File: src/rtl/tpwm_pkg.sv
package tpwm_pkg;
   localparam int DATA_W   = 16;
   localparam int ADDR_W   = 5;
   localparam int MAX_CH   = 8;
   localparam int PRE_W    = 7;   // prescaler span for exponents 0..7
   localparam int TC_BIT   = 15;
   localparam int A_CTRL   = 0;
   localparam int A_MOD    = 1;
   localparam int A_STAT   = 2;
   localparam int A_CHBASE = 8;

   typedef enum logic [1:0] {
      CH_OFF     = 2'b00,
      CH_CAPTURE = 2'b01,
      CH_COMPARE = 2'b10,
      CH_PWM     = 2'b11
   } ch_mode_e;

   typedef struct packed {
      logic       ie;
      logic [1:0] sel;
      ch_mode_e   mode;
   } ch_cfg_t;

   typedef struct packed {
      logic       tc_ie;
      logic [2:0] presc;
      logic       updown;
      logic       mod_en;
      logic       run;
   } tmr_ctrl_t;
endpackage

File: src/rtl/tpwm_counter.sv
module tpwm_counter
   import tpwm_pkg::*;
#(
   parameter int CW = 16
) (
   input  logic          clk,
   input  logic          rst_n,
   input  tmr_ctrl_t     ctrl,
   input  logic          mod_wr,
   input  logic [CW-1:0] mod_wdata,
   output logic [CW-1:0] count,
   output logic          tick,
   output logic          wrap,
   output logic          reload
);
   logic [PRE_W-1:0] pre_q, mask;
   logic [CW-1:0]    cnt_q, cnt_nx, mod_buf, mod_act, top;
   logic             down_q, down_nx;

   assign mask   = ~({PRE_W{1'b1}} << ctrl.presc);
   assign tick   = ctrl.run && ((pre_q & mask) == mask);
   assign top    = ctrl.mod_en ? mod_act : {CW{1'b1}};
   assign reload = wrap || !ctrl.run;
   assign count  = cnt_q;

   always_comb begin
      cnt_nx  = cnt_q;
      down_nx = down_q;
      wrap    = 1'b0;
      if (tick) begin
         if (!ctrl.updown) begin
            down_nx = 1'b0;
            if (cnt_q >= top) begin
               cnt_nx = '0;
               wrap   = 1'b1;
            end else begin
               cnt_nx = cnt_q + 1'b1;
            end
         end else if (!down_q) begin
            if (cnt_q >= top) begin
               if (cnt_q == '0) begin
                  wrap = 1'b1;
               end else begin
                  cnt_nx = cnt_q - 1'b1;
                  if (cnt_q == CW'(1)) wrap = 1'b1;
                  else                 down_nx = 1'b1;
               end
            end else begin
               cnt_nx = cnt_q + 1'b1;
            end
         end else begin
            cnt_nx = cnt_q - 1'b1;
            if (cnt_q == CW'(1)) begin
               wrap    = 1'b1;
               down_nx = 1'b0;
            end
         end
      end
   end

   always_ff @(posedge clk or negedge rst_n) begin
      if (!rst_n) begin
         pre_q   <= '0;
         cnt_q   <= '0;
         down_q  <= 1'b0;
         mod_buf <= '1;
         mod_act <= '1;
      end else begin
         pre_q  <= ctrl.run ? pre_q + 1'b1 : '0;
         cnt_q  <= cnt_nx;
         down_q <= down_nx;
         if (mod_wr) mod_buf <= mod_wdata;
         if (reload) mod_act <= mod_buf;
      end
   end
endmodule

File: src/rtl/tpwm_channel.sv
module tpwm_channel
   import tpwm_pkg::*;
#(
   parameter int CW = 16
) (
   input  logic          clk,
   input  logic          rst_n,
   input  logic          cfg_wr,
   input  logic [4:0]    cfg_wdata,
   input  logic          cmp_wr,
   input  logic [CW-1:0] cmp_wdata,
   input  logic [CW-1:0] count,
   input  logic          tick,
   input  logic          reload,
   input  logic          pin_in,
   output logic          pin_out,
   output logic          event_o,
   output logic          irq_en,
   output logic [CW-1:0] value
);
   ch_cfg_t       cfg_q;
   logic [CW-1:0] cmp_buf, cmp_act, cap_q;
   logic [2:0]    sync_q;
   logic          pin_q, rise, fall, match, cap_hit, cmp_hit;

   assign rise    = sync_q[1] & ~sync_q[2];
   assign fall    = ~sync_q[1] & sync_q[2];
   assign match   = tick && (count == cmp_act);
   assign cap_hit = (cfg_q.mode == CH_CAPTURE) &&
                    ((cfg_q.sel[0] && rise) || (cfg_q.sel[1] && fall));
   assign cmp_hit = (cfg_q.mode == CH_COMPARE) && match;
   assign event_o = cap_hit || cmp_hit || ((cfg_q.mode == CH_PWM) && match);
   assign irq_en  = cfg_q.ie;
   assign value   = cap_q;

   always_comb begin
      unique case (cfg_q.mode)
         CH_PWM:     pin_out = (count < cmp_act);
         CH_COMPARE: pin_out = pin_q;
         default:    pin_out = 1'b0;
      endcase
   end

   always_ff @(posedge clk or negedge rst_n) begin
      if (!rst_n) begin
         cfg_q   <= '0;
         cmp_buf <= '0;
         cmp_act <= '0;
         cap_q   <= '0;
         sync_q  <= '0;
         pin_q   <= 1'b0;
      end else begin
         sync_q <= {sync_q[1:0], pin_in};
         if (cfg_wr) cfg_q <= ch_cfg_t'(cfg_wdata);
         if (cmp_wr) cmp_buf <= cmp_wdata;
         if (reload) cmp_act <= cmp_buf;
         if (cap_hit) cap_q <= count;
         if (cmp_hit) begin
            case (cfg_q.sel)
               2'b01:   pin_q <= ~pin_q;
               2'b10:   pin_q <= 1'b0;
               2'b11:   pin_q <= 1'b1;
               default: pin_q <= pin_q;
            endcase
         end
      end
   end
endmodule

File: src/rtl/tpwm_top.sv
module tpwm_top
   import tpwm_pkg::*;
#(
   parameter int CW  = 16,
   parameter int NCH = 4
) (
   input  logic              clk,
   input  logic              rst_n,
   input  logic              wr_en,
   input  logic [4:0]        wr_addr,
   input  logic [15:0]       wr_data,
   input  logic [NCH-1:0]    cap_in,
   output logic [NCH-1:0]    ch_out,
   output logic [CW-1:0]     count,
   output logic [NCH*CW-1:0] ch_value,
   output logic [NCH-1:0]    ch_flag,
   output logic              tc_flag,
   output logic [NCH-1:0]    ch_irq,
   output logic              tc_irq
);
   if (NCH < 1 || NCH > MAX_CH) begin : g_bad_nch
      $error("tpwm_top: NCH must lie in 1..%0d", MAX_CH);
   end
   if (CW < 8 || CW > DATA_W) begin : g_bad_cw
      $error("tpwm_top: CW must lie in 8..%0d", DATA_W);
   end

   tmr_ctrl_t      ctrl_q;
   logic           tick, wrap, reload, stat_wr;
   logic [NCH-1:0] evt, ie, flag_q;
   logic           tc_q;

   assign stat_wr = wr_en && (wr_addr == ADDR_W'(A_STAT));

   tpwm_counter #(.CW(CW)) u_cnt (
      .clk       (clk),
      .rst_n     (rst_n),
      .ctrl      (ctrl_q),
      .mod_wr    (wr_en && (wr_addr == ADDR_W'(A_MOD))),
      .mod_wdata (wr_data[CW-1:0]),
      .count     (count),
      .tick      (tick),
      .wrap      (wrap),
      .reload    (reload)
   );

   for (genvar n = 0; n < NCH; n++) begin : g_ch
      localparam logic [ADDR_W-1:0] CFG_A = ADDR_W'(A_CHBASE + 2*n);
      localparam logic [ADDR_W-1:0] CMP_A = ADDR_W'(A_CHBASE + 2*n + 1);
      tpwm_channel #(.CW(CW)) u_ch (
         .clk       (clk),
         .rst_n     (rst_n),
         .cfg_wr    (wr_en && (wr_addr == CFG_A)),
         .cfg_wdata (wr_data[4:0]),
         .cmp_wr    (wr_en && (wr_addr == CMP_A)),
         .cmp_wdata (wr_data[CW-1:0]),
         .count     (count),
         .tick      (tick),
         .reload    (reload),
         .pin_in    (cap_in[n]),
         .pin_out   (ch_out[n]),
         .event_o   (evt[n]),
         .irq_en    (ie[n]),
         .value     (ch_value[n*CW +: CW])
      );
   end

   always_ff @(posedge clk or negedge rst_n) begin
      if (!rst_n) begin
         ctrl_q <= '0;
         flag_q <= '0;
         tc_q   <= 1'b0;
      end else begin
         if (wr_en && (wr_addr == ADDR_W'(A_CTRL))) ctrl_q <= tmr_ctrl_t'(wr_data[6:0]);
         flag_q <= (flag_q & ~(stat_wr ? wr_data[NCH-1:0] : '0)) | evt;
         tc_q   <= (tc_q & ~(stat_wr && wr_data[TC_BIT])) | wrap;
      end
   end

   assign ch_flag = flag_q;
   assign tc_flag = tc_q;
   assign ch_irq  = flag_q & ie;
   assign tc_irq  = tc_q & ctrl_q.tc_ie;
endmodule

File: config.mk
export PLATFORM = sky130hd
export DESIGN_NAME = tpwm_top
export DESIGN_NICKNAME = d
export VERILOG_FILES = /design/src/rtl/tpwm_pkg.sv /design/src/rtl/tpwm_counter.sv /design/src/rtl/tpwm_channel.sv /design/src/rtl/tpwm_top.sv
export SDC_FILE = /design/constraint.sdc
export NUM_CORES = 1
export LEC_CHECK = 0
export ABC_AREA = 1
export CAP_MARGIN = 30
export CORE_UTILIZATION = 43
export CTS_BUF_LIST = sky130_fd_sc_hd__clkbuf_8 sky130_fd_sc_hd__clkbuf_16
export CTS_CLUSTER_SIZE = 28
export DETAILED_ROUTE_END_ITERATION = 10
export GPL_TIMING_DRIVEN = 0
export SETUP_SLACK_MARGIN = 0.05
export SLEW_MARGIN = 20
export SYNTH_ARGS = -nofsm -noshare
export SYNTH_HDL_FRONTEND = slang
export SYNTH_SLANG_ARGS = --single-unit
File: constraint.sdc
create_clock -name clk -period 3.1 [get_ports clk]
set_input_delay 0.465 -clock clk [delete_from_list [all_inputs] [get_ports clk]]
set_output_delay 0.465 -clock clk [all_outputs]
set_load 0.005 [all_outputs]
# Word level (Yosys, flattened, before mapping)
# Cells that the tools add are included.
[totals]
input_bits = 28
ff_bits = 296
output_inout_bits = 94
word_cells = 214
[op_classes]
order_cmp = 5
n_reduce_logical = 62
n_eq_ne = 41
bitwise_logic = 30
muxes = 28
addsub = 3
shifts = 1
[op_table]
columns = ["operator", "count"]
rows = [
  ["$mux W16", 6],
  ["$eq A16 B16 Y1", 4],
  ["$lt A16 B16 Y1", 4],
  ["$eq A5 B4 Y1 const B", 8],
  ["$logic_and A1 B1 Y1", 37],
  ["$eq A2 B2 Y1 const B", 16],
  ["$add A16 B1 Y16 const B", 1],
  ["$eq A16 B1 Y1 const B", 1],
  ["$eq A2 B1 Y1 const B", 8],
  ["$ge A16 B16 Y1", 1],
  ["$logic_not A16 Y1", 1],
  ["$sub A16 B1 Y16 const B", 1],
  ["$logic_or A1 B1 Y1", 13],
  ["$not A1 Y1", 13],
  ["$mux W1", 12],
  ["$pmux W1 S3", 4],
  ["$reduce_bool A3 Y1", 4],
  ["$and A1 B1 Y1", 10],
  ["$reduce_and A2 Y1", 5],
  ["$and A4 B4 Y4", 2],
  ["$pmux W1 S2", 4],
  ["$add A7 B1 Y7 const B", 1],
  ["$and A7 B7 Y7", 1],
  ["$eq A7 B7 Y1", 1],
  ["other kinds (12)", 12],
]

# Longest topological paths before layout
# Gate-level depths: netlist of the first run.
[depth]
word_depth = 10
mapped_depth = 21
depth_no_buf = 20

# Cells and area by module
# A second synthesis of the first run with hierarchy kept.
[unflattened]
cells_unflattened = 1651
hier_area_um2 = 15507.4
[by_module_without_submodules]
columns = ["module", "n_inst", "seq_area_each_um2", "area_each_um2", "cells_each"]
rows = [
  ["tpwm_channel", 4, 1426.4, 2753.9, 267],
  ["tpwm_counter", 1, 1441.4, 3828.7, 493],
  ["tpwm_top", 1, 300.3, 663.1, 90],
]

# Worst setup path after synthesis of the first run
# No wires, ideal clock.
[synth_path]
path_kind = "register -> register"
start = "register ctrl_q[1] (netlist bit)"
end = "register g_ch[0].u_ch.cmp_act[0]"
arrival_ns = 2.334
setup_ns = 0.116
n_path_buf = 2
setup_slack_ns = 0.650
period_less_slack_ns = 2.450
stages_incl_launch_ff = 18
t_required_ns = 2.984
cell_sequence = "dfrtp_1 -> inv_1 -> clkbuf_1 -> nor2_1 -> ha_1 -> a21oi_1 -> o21ai_1 -> a21oi_1 -> nand2_2 -> nand2_1 -> nand2_1 -> nand2_1 -> nand2_2 -> nand2_4 -> nand2_8 -> buf_12 -> nand2_2 -> nand2_2"
[synth_between]
elab_chain_len = 7
elab_cells_between_ends = 8
classes_between = "order compare (1); mux (6); reduce/logical (1)"
[synth_lines]
columns = ["element", "line", "rtl"]
rows = [
  ["from (decl)", "tpwm_top.sv:28", "tmr_ctrl_t ctrl_q;"],
  ["from (signal assigned)", "tpwm_top.sv:74", "if (wr_en && (wr_addr == ADDR_W'(A_CTRL))) ctrl_q <= tmr_ctrl_t'(wr_data[6:0]);"],
  ["$mux W16 *", "tpwm_counter.sv:22", "assign top = ctrl.mod_en ? mod_act : {CW{1'b1}};"],
  ["$ge A16 B16 Y1 *", "tpwm_counter.sv:33, tpwm_counter.sv:40", ""],
  ["$mux W1", "tpwm_counter.sv:40", "if (cnt_q >= top) begin"],
  ["$mux W1", "tpwm_counter.sv:39", "end else if (!down_q) begin"],
  ["$mux W1 *", "tpwm_counter.sv:31", "if (!ctrl.updown) begin"],
  ["$mux W1 *", "tpwm_counter.sv:30", "if (tick) begin"],
  ["$logic_or A1 B1 Y1 *", "tpwm_counter.sv:23", "assign reload = wrap || !ctrl.run;"],
  ["to (signal assigned)", "tpwm_channel.sv:56", "if (reload) cmp_act <= cmp_buf;"],
  ["to (decl)", "tpwm_channel.sv:22", "logic [CW-1:0] cmp_buf, cmp_act, cap_q;"],
]
# Every way passes the cells marked *; elsewhere a longest branch is shown, timed or not.
# A chain may end at the register's enable or synchronous reset.

# Worst setup path in the final report of the first run
[layout_path]
start = "register u_cnt.cnt_q[9] (netlist: u_cnt.count[9])"
end = "output ch_out[0]"
[layout_between]
elab_chain_len = 2
[layout_lines]
columns = ["element", "line", "rtl"]
rows = [
  ["from (decl)", "tpwm_counter.sv:17", "logic [CW-1:0] cnt_q, cnt_nx, mod_buf, mod_act, top;"],
  ["from (signal assigned)", "tpwm_counter.sv:70", "cnt_q <= cnt_nx;"],
  ["$lt A16 B16 Y1", "tpwm_channel.sv:38", "CH_PWM: pin_out = (count < cmp_act);"],
  ["$pmux W1 S2", "tpwm_channel.sv:37", "unique case (cfg_q.mode)"],
  ["to (decl)", "tpwm_top.sv:13", "output logic [NCH-1:0] ch_out,"],
]
# No other way between the ends.

==> impl_metrics.yaml, run 1 <==
die:
  die_h_microns: 187
  core_area_sq_mm: 0.0336
  start_util: 0.437
  fp-row-count: 67
  io_pins: 122
  die_area_sq_mm: 0.0349
  dieWidth_microns: 187
synthesis:
  synthXorXnorAreaFrac: 0.00596
  synthAdderAreaFrac: 0.0723
  ys_top_cells_by_area: "dfrtp_1 45%, nand2_1 8.9%, ha_1 7.2%, o21ai_0 6.9%, nand2_2 6.1%"
  syn_inst: 1652
  synth_seq_cells: 296
  synth_area_sq_mm: 0.0147
  synthFlopType: "dfrtp_1"
  synth_simple_gate_area_frac: 0.237
  synth_top_area_share: 0.449
  yosys.area.top_type: "dfrtp_1"
  synth-async-reset-ratio: 1.00
  synth_mux_area_frac: 0
  synth_top_family_by_area: "simple AND/OR/NAND/NOR gates"
  syn_avg_cell_area_sq_um: 8.90
  synth-edff-count: 0
  synth-compound-area-share: 0.105
  yosysSeqAreaShare: 0.506
  synth_cell_types: 49
  yosysWarnings: 0
  synthesis.nets: 1765
clock_network:
  cts_tree: "done"
  cts_num_sinks: 296
  cts_buffers: 34
  htree_num_levels: 2
  clkLatencyLatePin_ns: 0.51
  clk_pin_slew_ns: 0.06
  ctsRootBufferMaster: "clkbuf_16"
  cts_max_path_buffers: 3
grt:
  antenna_found_initial: 0
  grt_pass1_vias: 11900
  track_usage: 0.260
  grt_pass1_wl_microns: 69700
  grt_max_degree: 99
  overflow: 0
sta:
  finalHoldViolCount: 0
  relSlewSlack: 0.319
  finalCriticalPeriod_ns: 2.96
  finClkSkew_ns: 0.0159
  timing.final.crit_share: 0.955
  rsz0062_at_grt: "yes"
  finalMaxSlewViolations: 0
  tightest_slew_ns: 1.02
  timing.final.ws_setup_ns: 0.139
  fmax_mhz: 338
  setup_viol: 0
  whs_ns: 0.346
route:
  routed_wl_microns: 44800
  wl_per_cell_microns: 19.3
  vias: 12200
  ant_nets: 0
  route.detailed.drc: 0
  drt_iter0_markers: 857
  vias_per_cell: 5.26
  first_pass_iters: 5
power:
  powerDensity_mw_per_mm2: 822
  intPower_mw: 9.47
  ir_drop_mv: 0.448
  seqPwrFrac: 0.374
  p_sw_frac: 0.370
  pwr-share-clk: 0.254
  p_sw_mw: 5.57
  p_comb_frac: 0.371
  p_leak_nw: 8.64
finish:
  regArea_sq_mm: 0.00748
  most-common-layout-cells: "345 x nand2_1, 248 x dfrtp_1, 202 x o21ai_0, 147 x inv_1, 144 x nand2_2"
  final_cells: 2326
  n_antenna_cell: 0
  final_net_count: 1970
  final_util: 0.544
  layout_commonest_cell: "nand2_1"
  multi_input_comb_area_sq_mm: 0.00640
  syn2layout_area_growth_pct: 24.3
  fillerInstances: 3095
  drive_gt1_frac: 0.202
place:
  place.port_buffers: 121
  dp_slack_ns: -0.386
  placed_cells_incl_taps: 2226
  hpwl_microns: 31100
  gp_congestion: 0.884
setup_path:
  critPathTopFamily: "compound AO/OA/AOI/OAI gates"
  critPathSlowestCell: "dfrtp_4"
  worst_path_largest_cell_delay_ns: 0.52
  required_ns: 2.63
  startpoint_type: "register"
  crit_path_end_kind: "output pin"
  crit_top_cell: "buf_4"
  crit_chain: "buf_4, ha_4, a21oi_2, o21a_1, o21ai_0, a31oi_1, nand3_2, nand2_4, buf_4, clkdlybuf4s15_1"
  cp.buffers_inverters: 3
  crit_arrival_ns: 2.50
  worstSetupPathType: "reg2out"
  worstPathMaxFanout: 4
hold_path:
  min_path_type: "reg2reg"
job:
  maxCapViolCount: 0
outcome:
  status: "completed"
-- stage by stage --
stage          power (mW)  cell area, sq um  setup TNS, ns
6_report             15.0             18300              0
5_1_grt              16.0             18300              0
4_1_cts              14.8             18100              0
3_5_place_dp         10.5             16600         -14.18
3_3_place_gp         10.4             16500       -3256.39
2_1_floorplan        8.46             14700              0
-- metal layers --
layer  vias up  track usage  part of all wire
met3        79       0.0356             0.051
met4         0       0.0864             0.032
met1      5940        0.366              0.47
li1       5821            -                 -
met5         -            0                 0
met2       405        0.413              0.45
-- path summary, 6_finish.rpt --
kind / from / endpoint / depth (start not counted) / slack (ns)
setup / recovery: u_cnt.count[9] / ch_out[0] / 10 / 0.14
min in group asynchronous: rst_n / g_ch[0].u_ch.value[0] / 2 / 0.39
hold / removal: g_ch[3].u_ch.sync_q[0] / g_ch[3].u_ch.sync_q[1] / 0 / 0.35
max in group asynchronous: rst_n / u_cnt.mod_buf[3] / 4 / 1.53
hold reg to reg: g_ch[3].u_ch.sync_q[0] / g_ch[3].u_ch.sync_q[1] / 0 / 0.35
setup reg to reg: u_cnt.count[7] / u_cnt.count[15] / 18 / 0.21
-- power groups by stage --
| stage | Sequential (mW) | Combinational, mW | Clock, mW |
|---|---|---|---|
| 6_report | 5.63 | 5.58 | 3.82 |
| 5_1_grt | 5.72 | 6.21 | 4.04 |
| 4_1_cts | 5.63 | 5.31 | 3.89 |
| 3_5_place_dp | 5.80 | 4.74 | 0 |
| 3_3_place_gp | 5.80 | 4.60 | 0 |
| 2_1_floorplan | 5.41 | 3.05 | 0 |
-- what timing repair did --
action | CTS | global route
hold buffers | 1 | 0
cloned | 0 | 0
setup endpoints to repair | 101 | 99
pin swaps | 6 | 18
hold endpoints to repair | 20 | 0
buffers inserted | 32 | 10
gates resized for setup | 42 | 32
-- layout make-up --
cell class,instances,area share
buffer,70,0.0256
clock buffer,41,0.0518
clock inverter,16,0.00602
inverter,162,0.0337
multi-input combinational,1124,0.350
sequential,296,0.409
tap,448,0.0307
timing repair buffer,169,0.0927
-- kinds of logic after synthesis --
kind of cell             after synthesis
AO/OA/AOI/OAI                        291
XOR/XNOR                              10
adder cells (fa/ha/maj)               85
buffers and inverters                232
flip-flops                           296
AND/OR/NAND/NOR                      738
-- state kept, by name (all words and copies together) (netlist names) --
| name | flops |
|---|---|
| g_ch.u_ch.sync_q | 12 |
| g_ch.u_ch.irq_en | 4 |
| g_ch.u_ch.pin_q | 4 |
| g_ch.u_ch.cfg_q | 16 |
| g_ch.u_ch.value | 64 |
| g_ch.u_ch.cmp_act | 64 |
| u_cnt.mod_act | 16 |
| g_ch.u_ch.cmp_buf | 64 |
| u_cnt.down_q | 1 |
| u_cnt.mod_buf | 16 |
| u_cnt.count | 16 |
| ch_flag | 4 |
| tc_flag | 1 |
| ctrl_q | 7 |
| u_cnt.pre_q | 7 |
-- cell usage after synthesis, types with 16 or more instances --
master,count
a21oi_1,40
clkbuf_1,42
dfrtp_1,264
dfstp_2,32
ha_1,85
inv_1,142
inv_2,17
nand2_1,347
nand2_2,143
nand3_1,119
nand4_1,16
nor2_1,71
nor3_1,19
o21ai_0,203
Power figures use the tool's default switching activity.
==> run 2, diff against run 1 <==
--- a/config.mk
+++ b/config.mk
@@ -6,7 +6,6 @@
 export NUM_CORES = 1
 export LEC_CHECK = 0
 export ABC_AREA = 1
-export CAP_MARGIN = 30
 export CORE_UTILIZATION = 43
 export CTS_BUF_LIST = sky130_fd_sc_hd__clkbuf_8 sky130_fd_sc_hd__clkbuf_16
 export CTS_CLUSTER_SIZE = 28
==> impl_metrics.yaml, run 2 (synthesis results as in run 1) <==
place:
  place.port_buffers: 121
  hpwl_microns: 30900
  gp_congestion: 0.884
  placed_cell_area_sq_mm: 0.0166
  dp_slack_ns: -0.401
  placed_cells_incl_taps: 2224
clock_network:
  htree_num_levels: 2
  cts_buffers: 34
  cts_tree: "done"
  cts_num_sinks: 296
  clk_pin_slew_ns: 0.06
  cts_max_path_buffers: 3
  clkLatencyLatePin_ns: 0.52
  ctsRootBufferMaster: "clkbuf_16"
sta:
  finClkSkew_ns: 0.0114
  fmax_mhz: 340
  tightest_slew_ns: 1.12
  finalMaxSlewViolations: 0
  relSlewSlack: 0.254
  finalCriticalPeriod_ns: 2.94
  rsz0062_at_grt: "no"
  finalHoldViolCount: 0
  timing.final.crit_share: 0.949
  whs_ns: 0.347
  setup_viol: 0
  timing.final.ws_setup_ns: 0.159
setup_path:
  crit_path_end_kind: "output pin"
  r2r_start: "u_cnt.count[1]"
  r2r_cells: 21
  required_ns: 2.63
  cp-endpoint: "ch_out[3]"
  rr_endpoint: "g_ch[0].u_ch.cmp_act[7]"
  worst-r2r-setup-slack_ns: 0.23
  startpoint_type: "register"
  startpoint: "u_cnt.count[3]"
  worstSetupPathType: "reg2out"
  worstPathMaxFanout: 3
  crit_arrival_ns: 2.48
die:
  dieWidth_microns: 187
  fp-row-count: 67
  die_area_sq_mm: 0.0349
  die_h_microns: 187
  start_util: 0.437
  core_area_sq_mm: 0.0336
  io_pins: 122
route:
  route.detailed.drc: 0
  wl_per_cell_microns: 19.5
  vias: 12200
  routed_wl_microns: 45400
  vias_per_cell: 5.25
  drt_iter0_markers: 1078
  first_pass_iters: 5
  ant_nets: 0
outcome:
  status: "completed"
finish:
  drive_gt1_frac: 0.202
  most-common-layout-cells: "344 x nand2_1, 248 x dfrtp_1, 201 x o21ai_0, 150 x inv_1, 144 x nand2_2"
  final_cells: 2331
  layout_commonest_cell: "nand2_1"
  final_net_count: 1975
  stdcell_area_sq_mm: 0.0183
  syn2layout_area_growth_pct: 24.6
  n_antenna_cell: 0
  fillerInstances: 3101
power:
  p_leak_nw: 8.69
  ir_drop_mv: 0.354
  powerDensity_mw_per_mm2: 825
hold_path:
  min_path_type: "reg2reg"
grt:
  antenna_found_initial: 2
  grt_max_degree: 99
  grt_pass1_vias: 12000
  track_usage: 0.264
  grt_pass1_wl_microns: 70800
  overflow: 0
job:
  maxCapViolCount: 0
-- run 2: cell count changes in the layout (fill, tap and decap cells not counted), sizes merged --
cell / change
buf: +7
inv: +4
clkdlybuf4s15: -2
clkinv: -2
clkbuf: -1
clkinvlp: -1
-- run 2: critical path, cell delays in order, from the launching register on --
cell,delay (ns)
dfrtp_4,0.49
buf_12,0.14
buf_4,0.15
ha_4,0.24
nand2_1,0.06
inv_1,0.05
a221oi_2,0.24
o211ai_1,0.17
nand2_1,0.08
nand3_1,0.06
nand2_1,0.09
buf_4,0.11
buf_6,0.08
-- run 2: stage by stage --
step,power [mW],TNS (ns),util
detailed placement,10.5,-13.95,0.493
global placement,10.4,-3256.39,0.490
finish,15.1,0,0.545
floorplan,8.46,0,-
global route,16.1,0,0.545
CTS,15.0,0,0.542
-- run 2: area by class of cell --
class,count,area [sq um],area share
Buffer,70,468,0.0255
Clock inverter,17,118,0.00642
Inverter,162,617,0.0337
Sequential cell,296,7490,0.408
Clock buffer,40,945,0.0515
Timing Repair Buffer,174,1770,0.0965
Tap cell,448,561,0.0306
Multi-Input combinational cell,1124,6370,0.347
-- run 2: what timing repair did --
item | in CTS | in global routing
hold endpoints to repair | 20 | 0
setup buffers | 42 | 8
resized for setup | 57 | 22
endpoints found under the setup margin | 101 | 100
hold buffers | 1 | 0
pin swaps | 16 | 20
-- run 2: power breakdown --
group / internal, mW / total [mW] / switching (mW)
clock: 2.25 / 3.86 / 1.60
combinational: 2.46 / 5.68 / 3.22
sequential: 4.80 / 5.59 / 0.787
total: 9.51 / 15.1 / 5.61
-- run 2: metal layers --
metal / vias up / global-route usage / part of all wire
met3: 96 / 0.0388 / 0.056
met4: 4 / 0.0798 / 0.031
met2: 400 / 0.423 / 0.45
met5: - / 0 / 0.00053
met1: 5912 / 0.371 / 0.46
li1: 5836 / - / -
-- run 2: how the worst min path moves through the flow --
stage,from,slack [ns],cells past startpoint,to
floorplan,rst_n,0.17,0,ch_flag[0]
global placement,g_ch[2].u_ch.sync_q[0],0.33,0,g_ch[2].u_ch.sync_q[1]
detailed placement,rst_n,0.32,1,g_ch[0].u_ch.value[0]
CTS,g_ch[3].u_ch.sync_q[0],0.35,0,g_ch[3].u_ch.sync_q[1]
global route,g_ch[3].u_ch.sync_q[0],0.35,0,g_ch[3].u_ch.sync_q[1]
finish,g_ch[3].u_ch.sync_q[0],0.35,0,g_ch[3].u_ch.sync_q[1]
==> run 3, diff against run 2 <==
--- a/config.mk
+++ b/config.mk
@@ -11,7 +11,7 @@
 export CTS_CLUSTER_SIZE = 28
 export DETAILED_ROUTE_END_ITERATION = 10
 export GPL_TIMING_DRIVEN = 0
-export SETUP_SLACK_MARGIN = 0.05
+export SETUP_SLACK_MARGIN = 0.5
 export SLEW_MARGIN = 20
 export SYNTH_ARGS = -nofsm -noshare
 export SYNTH_HDL_FRONTEND = slang
==> impl_metrics.yaml, run 3 (synthesis results as in run 1) <==
outcome:
  status: "completed"
grt:
  grt_max_degree: 99
  grt_pass1_wl_microns: 75100
  overflow: 0
  antenna_found_initial: 1
  track_usage: 0.280
  grt_pass1_vias: 12700
setup_path:
  startpoint_type: "register"
  worstSetupPathType: "reg2out"
  crit_path_end_kind: "output pin"
  worstPathMaxFanout: 3
  rr_endpoint: "g_ch[1].u_ch.cmp_act[13]"
  r2r_start: "u_cnt.count[1]"
  r2r_cells: 24
  startpoint: "u_cnt.count[7]"
  worst-r2r-setup-slack_ns: 0.27
  required_ns: 2.63
  crit_arrival_ns: 2.47
  cp-endpoint: "ch_out[3]"
sta:
  whs_ns: 0.347
  finalMaxSlewViolations: 0
  rsz0062_at_grt: "yes"
  timing.final.crit_share: 0.946
  finalCriticalPeriod_ns: 2.93
  relSlewSlack: 0.289
  finalHoldViolCount: 0
  finClkSkew_ns: 0.00983
  fin_setup_tns_ns: 0
  setup_viol: 0
  tightest_slew_ns: 1.07
  fmax_mhz: 341
hold_path:
  min_path_type: "reg2reg"
route:
  vias_per_cell: 5.38
  ant_nets: 0
  routed_wl_microns: 48600
  wl_per_cell_microns: 20.4
  drt_iter0_markers: 926
  first_pass_iters: 8
  route.detailed.drc: 0
  vias: 12800
power:
  p_leak_nw: 9.43
  powerDensity_mw_per_mm2: 819
  p_total_mw: 16.5
  ir_drop_mv: 0.351
clock_network:
  clkLatencyLatePin_ns: 0.52
  cts_max_path_buffers: 3
  htree_num_levels: 2
  cts_num_sinks: 296
  cts_buffers: 34
  ctsRootBufferMaster: "clkbuf_16"
  cts_tree: "done"
  clk_pin_slew_ns: 0.06
place:
  gp_congestion: 0.884
  hpwl_microns: 30900
  place.port_buffers: 121
die:
  die_h_microns: 187
  start_util: 0.437
  dieWidth_microns: 187
  fp-row-count: 67
  die_area_sq_mm: 0.0349
  core_area_sq_mm: 0.0336
  io_pins: 122
finish:
  final_net_count: 2025
  syn2layout_area_growth_pct: 36.6
  layout_commonest_cell: "nand2_1"
  fillerInstances: 2867
  regArea_sq_mm: 0.00749
  multi_input_comb_area_sq_mm: 0.00729
  most-common-layout-cells: "311 x nand2_1, 247 x dfrtp_1, 197 x o21ai_0, 144 x inv_1, 116 x clkdlybuf4s50_1"
  drive_gt1_frac: 0.271
job:
  maxCapViolCount: 0
run 3: cell types whose count changed in the layout (fill, tap and decap cells not counted), sizes merged:
cell / before / now
buf: 83 / 132
clkinvlp: 0 / 3
inv: 171 / 169
clkbuf: 84 / 83
diode: 0 / 1
nand2: 492 / 493
run 3: worst min path at each step:
stage	to	depth (start not counted)	slack, ns	start
after floorplan	ch_flag[0]	0	0.17	rst_n
after global placement	g_ch[2].u_ch.sync_q[1]	0	0.33	g_ch[2].u_ch.sync_q[0]
after detailed placement	g_ch[0].u_ch.value[0]	1	0.32	rst_n
after CTS	g_ch[3].u_ch.sync_q[1]	0	0.35	g_ch[3].u_ch.sync_q[0]
after global routing	g_ch[3].u_ch.sync_q[1]	0	0.35	g_ch[3].u_ch.sync_q[0]
final	g_ch[3].u_ch.sync_q[1]	0	0.35	g_ch[3].u_ch.sync_q[0]
run 3: stage by stage:
stage / util / setup WS [ns] / instance area, sq um / std cells
after global placement: 0.490 / -11.43 / 16500 / 2221
final: 0.598 / 0.168 / 20100 / 2382
after global routing: 0.598 / 0.0834 / 20100 / 2381
after detailed placement: 0.493 / -0.401 / 16600 / 2224
after CTS: 0.581 / 0.178 / 19500 / 2373
after floorplan: - / 0.650 / 14700 / 1652
run 3: report_power, final:
part / internal (mW) / switching, mW / total, mW
Combinational: 3.13 / 3.79 / 6.92
Sequential: 4.80 / 0.863 / 5.67
Clock: 2.25 / 1.62 / 3.87
run 3: what timing repair did:
item	in CTS	in global routing
hold buffers	1	0
resized for setup	236	106
gates cloned	14	1
buffers inserted	77	7
endpoints found under the setup margin	106	101
pin swaps	54	46
hold endpoints to repair	20	0
run 3: final cells by class:
class,count,area share
Multi-Input combinational cell,1125,0.363
Timing Repair inverter,1,0.000374
Tap cell,448,0.0279
Buffer,70,0.0266
Antenna cell,1,0.000125
Timing Repair Buffer,222,0.125
Clock buffer,40,0.0470
Clock inverter,17,0.00585
Sequential cell,296,0.373
Inverter,162,0.0320
run 3: metal layers:
metal | track usage | part of all wire | vias up
met1 | 0.376 | 0.44 | 6284
met2 | 0.455 | 0.46 | 456
met3 | 0.0482 | 0.062 | 116
met4 | 0.102 | 0.037 | 2
met5 | 0 | 0.00027 | -
li1 | - | - | 5957
run 3: worst max-delay path: stages (launching register included):
cell and delay (ns):
dfrtp_4 0.51, buf_12 0.15, ha_1 0.29, nand2_1 0.06, inv_1 0.06, nand3_1 0.13, o211ai_1 0.28, nand2_1 0.08
nand3_1 0.07, nand2_1 0.07, buf_4 0.13, buf_6 0.11
